File: src/rtl/seg_cfg_pkg.sv
package seg_cfg_pkg;
  localparam int PORT_W   = 8;
  localparam int ADDR_W   = 24;
  localparam int SEG_BASE = 16;
  localparam int STRAP_W  = 2;
  localparam int CNT_W    = $clog2(PORT_W + 1);

  typedef logic [STRAP_W-1:0] strap_t;
  typedef logic [CNT_W-1:0]   cnt_t;

  // Strap code to number of exported segment lines
  function automatic cnt_t seg_count(strap_t code);
    case (code)
      2'b11:   return cnt_t'(2);
      2'b10:   return cnt_t'(PORT_W);
      2'b01:   return cnt_t'(0);
      default: return cnt_t'(4);
    endcase
  endfunction
endpackage

File: src/rtl/seg_strap_latch.sv
module seg_strap_latch
  import seg_cfg_pkg::*;
(
  input  logic   clk,
  input  logic   rst_n,
  input  strap_t strap_i,
  output strap_t cfg_o
);
  strap_t cfg_q;

  // Sample while reset is held, freeze once released
  always_ff @(posedge clk)
    if (!rst_n) cfg_q <= strap_i;

  assign cfg_o = cfg_q;


  cfg_hold_chk: assert property (@(posedge clk) disable iff (!rst_n)
    $past(rst_n) |-> $stable(cfg_q));
endmodule

File: src/rtl/seg_gpio_regs.sv
module seg_gpio_regs
  import seg_cfg_pkg::*;
(
  input  logic              clk,
  input  logic              rst_n,
  input  logic              dir_we_i,
  input  logic              out_we_i,
  input  logic [PORT_W-1:0] wdata_i,
  output logic [PORT_W-1:0] dir_o,
  output logic [PORT_W-1:0] out_o
);
  logic [PORT_W-1:0] dir_q, out_q;

  always_ff @(posedge clk or negedge rst_n)
    if (!rst_n) begin
      dir_q <= '0;
      out_q <= '0;
    end else begin
      if (dir_we_i) dir_q <= wdata_i;
      if (out_we_i) out_q <= wdata_i;
    end

  assign dir_o = dir_q;
  assign out_o = out_q;


  dir_hold_chk: assert property (@(posedge clk) disable iff (!rst_n)
    !dir_we_i |=> $stable(dir_q));

  out_hold_chk: assert property (@(posedge clk) disable iff (!rst_n)
    !out_we_i |=> $stable(out_q));
endmodule

File: src/rtl/seg_pin_mux.sv
module seg_pin_mux
  import seg_cfg_pkg::*;
(
  input  logic              rst_n,
  input  cnt_t              seg_cnt_i,
  input  logic [ADDR_W-1:0] addr_i,
  input  logic [PORT_W-1:0] dir_i,
  input  logic [PORT_W-1:0] out_i,
  output logic [PORT_W-1:0] pad_out_o,
  output logic [PORT_W-1:0] pad_oe_o
);
  for (genvar i = 0; i < PORT_W; i++) begin : g_pin
    logic is_addr;
    assign is_addr      = cnt_t'(i) < seg_cnt_i;
    assign pad_out_o[i] = is_addr ? addr_i[SEG_BASE + i] : out_i[i];
    assign pad_oe_o[i]  = rst_n & (is_addr | dir_i[i]);
  end
endmodule

File: src/rtl/seg_port_cfg.sv
module seg_port_cfg
  import seg_cfg_pkg::*;
(
  input  logic        clk,
  input  logic        rst_n,
  input  logic [1:0]  strap_i,
  input  logic [23:0] int_addr_i,
  input  logic        sw_dir_we_i,
  input  logic        sw_out_we_i,
  input  logic [7:0]  sw_wdata_i,
  input  logic [7:0]  pad_in_i,
  output logic [7:0]  pad_out_o,
  output logic [7:0]  pad_oe_o,
  output logic [7:0]  gpio_in_o,
  output logic [1:0]  rcfg_o,
  output logic [23:0] cs_addr_o
);
  strap_t            cfg;
  cnt_t              seg_cnt;
  logic [PORT_W-1:0] dir, dout;

  seg_strap_latch u_latch (
    .clk(clk), .rst_n(rst_n), .strap_i(strap_i), .cfg_o(cfg)
  );

  seg_gpio_regs u_regs (
    .clk(clk), .rst_n(rst_n), .dir_we_i(sw_dir_we_i), .out_we_i(sw_out_we_i),
    .wdata_i(sw_wdata_i), .dir_o(dir), .out_o(dout)
  );

  assign seg_cnt = seg_count(cfg);

  seg_pin_mux u_mux (
    .rst_n(rst_n), .seg_cnt_i(seg_cnt), .addr_i(int_addr_i), .dir_i(dir),
    .out_i(dout), .pad_out_o(pad_out_o), .pad_oe_o(pad_oe_o)
  );

  assign rcfg_o    = cfg;
  assign gpio_in_o = pad_in_i;
  assign cs_addr_o = int_addr_i;

  // Expected address-pin mask, built independently of the per-pin compare
  logic [PORT_W:0] addr_mask;
  assign addr_mask = (({{PORT_W{1'b0}}, 1'b1}) << seg_cnt) - 1'b1;


  always_comb
    if (rst_n === 1'b0)
      oe_reset_chk: assert (pad_oe_o == '0);


  addr_oe_chk: assert property (@(posedge clk) disable iff (!rst_n)
    (pad_oe_o & addr_mask[PORT_W-1:0]) == addr_mask[PORT_W-1:0]);


  cfg_write_chk: assert property (@(posedge clk) disable iff (!rst_n)
    (sw_dir_we_i || sw_out_we_i) && $past(rst_n) |=> $stable(rcfg_o));
endmodule

File: config.mk
export PLATFORM = sky130hd
export DESIGN_NAME = seg_port_cfg
export DESIGN_NICKNAME = d
export VERILOG_FILES = /design/src/rtl/seg_cfg_pkg.sv /design/src/rtl/seg_strap_latch.sv /design/src/rtl/seg_gpio_regs.sv /design/src/rtl/seg_pin_mux.sv /design/src/rtl/seg_port_cfg.sv
export SDC_FILE = /design/constraint.sdc
export NUM_CORES = 1
export LEC_CHECK = 0
export ABC_AREA = 0
export BUFFER_PORTS_ARGS = -buffer_cell sky130_fd_sc_hd__buf_2
export CORE_ASPECT_RATIO = 0.5
export CORE_MARGIN = 4
export CORE_UTILIZATION = 34
export DETAILED_ROUTE_END_ITERATION = 8
export PLACE_DENSITY = 0.82
export SLEW_MARGIN = 20
export SYNTH_ARGS = -nofsm -noshare
export SYNTH_HDL_FRONTEND = slang
export SYNTH_SLANG_ARGS = --single-unit
export TNS_END_PERCENT = 5
File: constraint.sdc
create_clock -name clk -period 1.1 [get_ports clk]
set_input_delay 0.11 -clock clk [delete_from_list [all_inputs] [get_ports clk]]
set_output_delay 0.11 -clock clk [all_outputs]
set_load 0.01 [all_outputs]
==> PnR_summary.wiki, run 1 <==
{| class="wikitable"
! Metric !! Value
|-
| Wire per inst || 13.9 um
|-
| First-pass DRT Iterations || 4
|-
| Fraction of final layout cells sized beyond drive strength 1 || 67.2%
|-
| Number of warnings printed during yosys synthesis || 0
|-
| Synth unique cells || 14
|-
| Worst vdd ir || 0.419 mV
|-
| CORE AREA || 3030 um2
|-
| Final Max Slew Viols || 0
|-
| DP Worst Slack || -0.151 ns
|-
| Register area || 460 um2
|-
| Endpoint class of the critical path || output port
|-
| Outcome || complete, but fails checks
|-
| CTS max path bufs || 2
|-
| Number of DRC violations after detailed routing || 0
|-
| Width of the die || 87.7 um
|-
| Buffers added on ports || 47
|-
| Flip-flop and latch count after synthesis || 18
|-
| Fin crit period || 1.51 ns
|-
| Die ar. || 4200 um2
|-
| Count of H-tree levels built during CTS || 1
|-
| Kind of path behind the tightest hold check || input port to flip-flop
|-
| Seq/Total Area, Yosys || 42.6%
|-
| Cell family with most CP delay || flip-flops
|-
| Largest net degree at the start of global routing || 11
|-
| Delay of the slowest cell on the worst path || 0.42 ns
|-
| HPWL reported at the end of detailed placement || 1770 um
|-
| Setup violators final || 16
|-
| Buffering stage count on the worst path with inverters included || 2
|-
| Post-synthesis cell area || 1080 um2
|-
| Critical path class || flip-flop to output port
|-
| Final worst-path cycle share || 137%
|-
| Startpoint type of the worst setup path || flip-flop
|-
| Critical path's slowest cell || edfxtp_1
|-
| Count of fill cells added during filler insertion || 287
|-
| Via count of the first global-routing pass || 691
|-
| Y dimension of the die || 47.9 um
|-
| Congestion Overflow GR || 0
|-
| Antenna Nets Post-Route || 0
|-
| Row Count || 14
|-
| Total number of nets in the final design || 163
|-
| Endpoint arrival time on the critical path || 1.40 ns
|-
| Maximum capacitance violations || 0
|-
| Placed cell count || 148
|-
| Global router's overall resource usage || 9.48%
|-
| Setup repair after global routing missed its margin || true
|-
| Post-route insts no fill || 156
|-
| Initial antenna violation count || 0
|-
| Clock sinks || 18
|-
| Synth area leaders || dfrtp_1 (37%), buf_4 (22%), mux2_2 (19%), edfxtp_1 (5.6%), mux2_4 (5.6%)
|-
| PwrDens || 1310 nW/um2
|-
| Worst setup skew after layout || 0 ns
|-
| Global-route wire length before repair || 2970 um
|-
| Initial core utilization || 35.7%
|-
| CTS clock-pin slew for the worst setup and hold paths || 0.07 ns
|-
| Slew of the pin with the lowest slew margin || 0.410 ns
|-
| Largest area contributor in the netlist || dfrtp_1
|-
| Area overhead of the layout relative to synthesis || 15.9%
|-
| Final setup margin || -0.406 ns
|-
| Number of buffers added by the clock tree synthesis step || 3
|-
| Total wirelength of the detailed-routed design || 2170 um
|-
| Vias after detailed routing || 686
|-
| Starting DRT DRC Count || 10
|-
| Slew HR || 72.6%
|-
| Gate count of the mapped netlist || 92
|-
| Avg Vias per Cell || 4.40
|-
| Multi-input gate area || 348 um2
|-
| Clock tree from TritonCTS || built
|-
| Top Ports || 96
|-
| Leakage power figure || 0.614 nW
|-
| Root Driver || clkbuf_8
|-
| Clk_lat worst skew || 0.25 ns
|-
| Failing checks || negative setup slack
|-
| Fmax achieved || 664 MHz
|-
| Maximum net fanout on the critical path || 6
|-
| Net count after synthesis || 138
|-
| Antenna cell count || 0
|-
| Weighted congestion at the end of routability-driven global placement || 0.688
|-
| Final Hold Viols || 0
|-
| Crit path required time || 0.99 ns
|-
| Average size of a mapped cell || 11.8 um2
|-
| Critical path cell sequence || nor2b_1 > buf_4 > mux2_4 > buf_6
|-
| Share of Yosys cell area claimed by the top area cell type || 37.0%
|}
## final timing paths
kind                                        startpoint                          end  slack, ns  cells past startpoint
setup / recovery            u_latch.cfg_o[0]$_DFFE_PN_                 pad_out_o[5]      -0.41                      4
hold / removal                              strap_i[1]   u_latch.cfg_o[1]$_DFFE_PN_       0.03                      1
setup reg to reg           u_regs.out_o[6]$_DFFE_PN0P_  u_regs.out_o[6]$_DFFE_PN0P_       0.34                      1
hold reg to reg            u_regs.out_o[2]$_DFFE_PN0P_  u_regs.out_o[2]$_DFFE_PN0P_       0.50                      1
max in group asynchronous                        rst_n  u_regs.out_o[6]$_DFFE_PN0P_       0.31                      3
min in group asynchronous                        rst_n  u_regs.dir_o[7]$_DFFE_PN0P_       0.31                      2
## synth_stat cells
cell type	instances
o21ai_0	2
edfxtp_1	2
buf_6	1
mux2_2	18
mux2_4	4
buf_2	2
a21oi_1	2
nand2_1	2
dfrtp_1	16
inv_1	3
nand2b_1	1
o21a_1	6
buf_4	32
nor2b_1	1
## logic make-up (layout without fill, tap and decap cells)
group	Yosys count	count (layout)	synth area share, %
flip-flops	18	18	42.6
multiplexers	22	22	24.3
AO/OA/AOI/OAI	10	10	6.02
buffers and inverters	38	62	25.2
AND/OR/NAND/NOR	4	4	1.85
## through the flow
step	power, W	cell area (um2)	util (%)	TNS [ns]	hold slack, ns
finish	0.00164	1250	41.3	-5.07	0.0290
global route	0.00172	1250	41.3	-6.09	0.0217
CTS	0.00166	1250	41.3	-5.13	0.0255
detailed placement	0.00115	1150	37.9	-0.761	-0.0424
global placement	0.00114	1150	37.9	-0.638	-0.0498
floorplan	0.00109	1080	-	-0.605	-0.186
## what timing repair did
item	4_1_cts	5_1_grt
gates resized for setup	4	0
endpoints found under the hold margin	16	0
buffers inserted	2	0
hold buffers	2	0
endpoints found under the setup margin	16	17
## per-layer routing
layer | vias to the layer above | share of wire, % | routed length (um) | global-route usage, %
li1 | 322 | - | - | -
met3 | 8 | 9.2 | 199 | 3.95
met4 | 0 | 1.4 | 31 | 5.50
met2 | 26 | 56 | 1220 | 18.4
met1 | 330 | 33 | 722 | 8.86
met5 | - | 0 | 0 | 0
## power breakdown
group | total [W] | switching, W | internal, W
clock | 0.000471 | 0.000214 | 0.000257
combinational | 0.000404 | 0.000170 | 0.000234
sequential | 0.000769 | 0.0000314 | 0.000737
total | 0.00164 | 0.000415 | 0.00123
## final cells by class
| type | instances | area share, % |
|---|---|---|
| multi-input combinational | 36 | 27.8 |
| sequential | 18 | 36.8 |
| clock buffer | 4 | 3.60 |
| tap | 40 | 4.00 |
| timing repair buffer | 55 | 27.0 |
| inverter | 3 | 0.899 |
## registers in the layout, summed over array words and instances, names as in the netlist
register,cells
u_regs.dir_o,8
u_regs.out_o,8
u_latch.cfg_o,2
## layout by cell type, fill, tap and decap left out
master and n:
buf_2 43, dlygate4sd3_1 2, buf_12 1, dfrtp_1 16, clkbuf_8 3, o21a_1 6, mux2_4 4, nand2b_1 1
inv_1 3, o21ai_0 2, buf_4 5, mux2_2 18, nand2_1 2, buf_6 4, edfxtp_1 2, a21oi_1 2
nor2b_1 1, clkbuf_1 1
(Power assumes the default switching activity.)
==> run 2, diff against run 1 <==
CORE_MARGIN = 3   (was 4)
==> run 2 against run 1 <==
  * The run still ends with negative setup slack left
  * Final area is 3.6% higher
  * Flip-flop and latch count did not move
  * Combinational power is 10% higher
  * Utilization increased by 5.0 points
  * Critical path depth unchanged
  * Die area shrank 6.4%
  * Cell count down 0.64%
  * Clock-buffer cell count did not move
  * Register-to-register slack worse by 0.02 ns
  * First-iteration DRC count grew 110%
  * Largest cell class unchanged
==> PnR_summary.wiki, run 2 (synthesis results as in run 1) <==
{| class="wikitable"
! Metric !! Value
|-
| Slew HR || 75.5%
|-
| Internal || 0.00130 W
|-
| Net switching fraction of the power || 25.4%
|-
| Final worst-path cycle share || 140%
|-
| Y dimension of the die || 45.9 um
|-
| Setup violators final || 17
|-
| Starting DRT DRC Count || 21
|-
| CTS clock-pin slew for the worst setup and hold paths || 0.07 ns
|-
| Fin crit period || 1.54 ns
|-
| Wire per inst || 17.7 um
|-
| Sequential fraction of design power || 44.1%
|-
| Weighted congestion at the end of routability-driven global placement || 0.771
|-
| Critical path's slowest cell || edfxtp_1
|-
| Initial antenna violation count || 0
|-
| Commonest non-fill, non-tap cell in the layout || buf_2
|-
| Slew of the pin with the lowest slew margin || 0.366 ns
|-
| Fmax achieved || 650 MHz
|-
| Count of buffers added by post-CTS timing repair for setup || 0
|-
| DP Worst Slack || -0.146 ns
|-
| Maximum capacitance violations || 0
|-
| Startpoint type of the worst setup path || flip-flop
|-
| Final Hold Viols || 0
|-
| Outcome || complete, but fails checks
|-
| Clk pwr share || 30.4%
|-
| CORE AREA || 2800 um2
|-
| Hold slack final || 0.0341 ns
|-
| Antenna Nets Post-Route || 0
|-
| Avg Vias per Cell || 4.65
|-
| Critical path cell sequence || nor2b_1 > buf_4 > mux2_4 > buf_6
|-
| Critical path class || flip-flop to output port
|-
| Number of DRC violations after detailed routing || 0
|-
| Congestion Overflow GR || 0
|-
| Number of buffers added by the clock tree synthesis step || 3
|-
| Global router's overall resource usage || 13.5%
|-
| Crit path required time || 0.99 ns
|-
| HPWL reported at the end of detailed placement || 1910 um
|-
| Fraction of final layout cells sized beyond drive strength 1 || 69.5%
|-
| Vias after detailed routing || 721
|-
| Top Ports || 96
|-
| Count of fill cells added during filler insertion || 251
|-
| Setup repair after global routing missed its margin || true
|-
| Clock tree from TritonCTS || built
|-
| Final setup margin || -0.438 ns
|-
| Worst vdd ir || 0.669 mV
|-
| Post-route insts no fill || 155
|-
| Initial core utilization || 38.6%
|-
| Leakage power figure || 0.637 nW
|-
| Total wirelength of the detailed-routed design || 2740 um
|-
| Die ar. || 3930 um2
|-
| Endpoint class of the critical path || output port
|-
| Endpoint arrival time on the critical path || 1.43 ns
|-
| Kind of path behind the tightest hold check || input port to flip-flop
|-
| Width of the die || 85.7 um
|-
| Row Count || 13
|-
| Clock sinks || 18
|-
| Buffers added on ports || 47
|-
| Placed cell count || 148
|-
| Global-route wire length before repair || 3960 um
|-
| Psw || 0.000443 W
|-
| Final Max Slew Viols || 0
|-
| Maximum net fanout on the critical path || 8
|-
| First-pass DRT Iterations || 4
|-
| Worst setup skew after layout || 0 ns
|-
| Clk_lat worst skew || 0.25 ns
|-
| Total number of nets in the final design || 165
|-
| Via count of the first global-routing pass || 799
|-
| Delay of the slowest cell on the worst path || 0.39 ns
|-
| Area overhead of the layout relative to synthesis || 20.0%
|-
| Buffering stage count on the worst path with inverters included || 2
|-
| Antenna cell count || 0
|-
| Largest net degree at the start of global routing || 11
|-
| Cell family with most CP delay || flip-flops
|-
| Root Driver || clkbuf_8
|-
| PwrDens || 1350 nW/um2
|-
| Highest-count cells in the layout ignoring fill and taps || buf_2 (42), mux2_2 (18), dfrtp_1 (16)
|-
| Logic gate share of total power || 25.5%
|-
| Failing checks || negative setup slack
|-
| Count of H-tree levels built during CTS || 1
|-
| CTS max path bufs || 2
|}
==> run 2: final cells by class <==
type	count	area, um2	area share, %
Inverter	3	11.3	0.868
Clock buffer	4	55.1	4.24
Tap cell	37	46.3	3.57
Multi-Input combinational cell	36	359	27.7
Sequential cell	18	460	35.5
Timing Repair Buffer	57	365	28.2
==> run 2: final timing paths <==
path	depth (start not counted)	slack [ns]	endpoint	startpoint
worst max-delay path	4	-0.44	pad_out_o[5]	u_latch.cfg_o[0]$_DFFE_PN_
worst min-delay path	1	0.03	u_latch.cfg_o[0]$_DFFE_PN_	strap_i[0]
worst max register to register	1	0.32	u_regs.dir_o[5]$_DFFE_PN0P_	u_regs.dir_o[5]$_DFFE_PN0P_
worst min register to register	1	0.51	u_regs.out_o[1]$_DFFE_PN0P_	u_regs.out_o[1]$_DFFE_PN0P_
max in group asynchronous	3	0.31	u_regs.out_o[2]$_DFFE_PN0P_	rst_n
min in group asynchronous	2	0.35	u_regs.out_o[4]$_DFFE_PN0P_	rst_n
==> run 2: timing repair <==
action                                  4_1_cts  5_1_grt
endpoints found under the setup margin       17       17
hold buffers                                  3        0
gates resized for setup                       7        1
hold endpoints to repair                     16        0
pin swaps                                     0        0
==> run 2: layer usage <==
layer / wire length (um) / track usage [%] / vias to the layer above
li1: - / - / 326
met2: 1560 / 28.2 / 29
met4: 93 / 8.52 / 0
met3: 194 / 3.97 / 14
met1: 889 / 11.7 / 352
met5: 0 / 0 / -
==> run 2: metrics by stage <==
step,setup TNS (ns),utilization (%),total power [W],instance area (um2)
floorplan,-0.605,-,0.00109,1080
detailed placement,-1.00,41.7,0.00117,1170
global route,-6.26,46.4,0.00182,1300
global placement,-0.864,41.7,0.00115,1170
CTS,-5.25,46.2,0.00175,1290
finish,-5.46,46.4,0.00175,1300
==> run 2: power by group through the flow <==
stage / logic [W] / registers (W) / clock network [W]
6_report: 0.000445 / 0.000771 / 0.000530
5_1_grt: 0.000474 / 0.000778 / 0.000569
4_1_cts: 0.000438 / 0.000770 / 0.000538
3_5_place_dp: 0.000385 / 0.000782 / 0
3_3_place_gp: 0.000376 / 0.000778 / 0
2_1_floorplan: 0.000315 / 0.000778 / 0
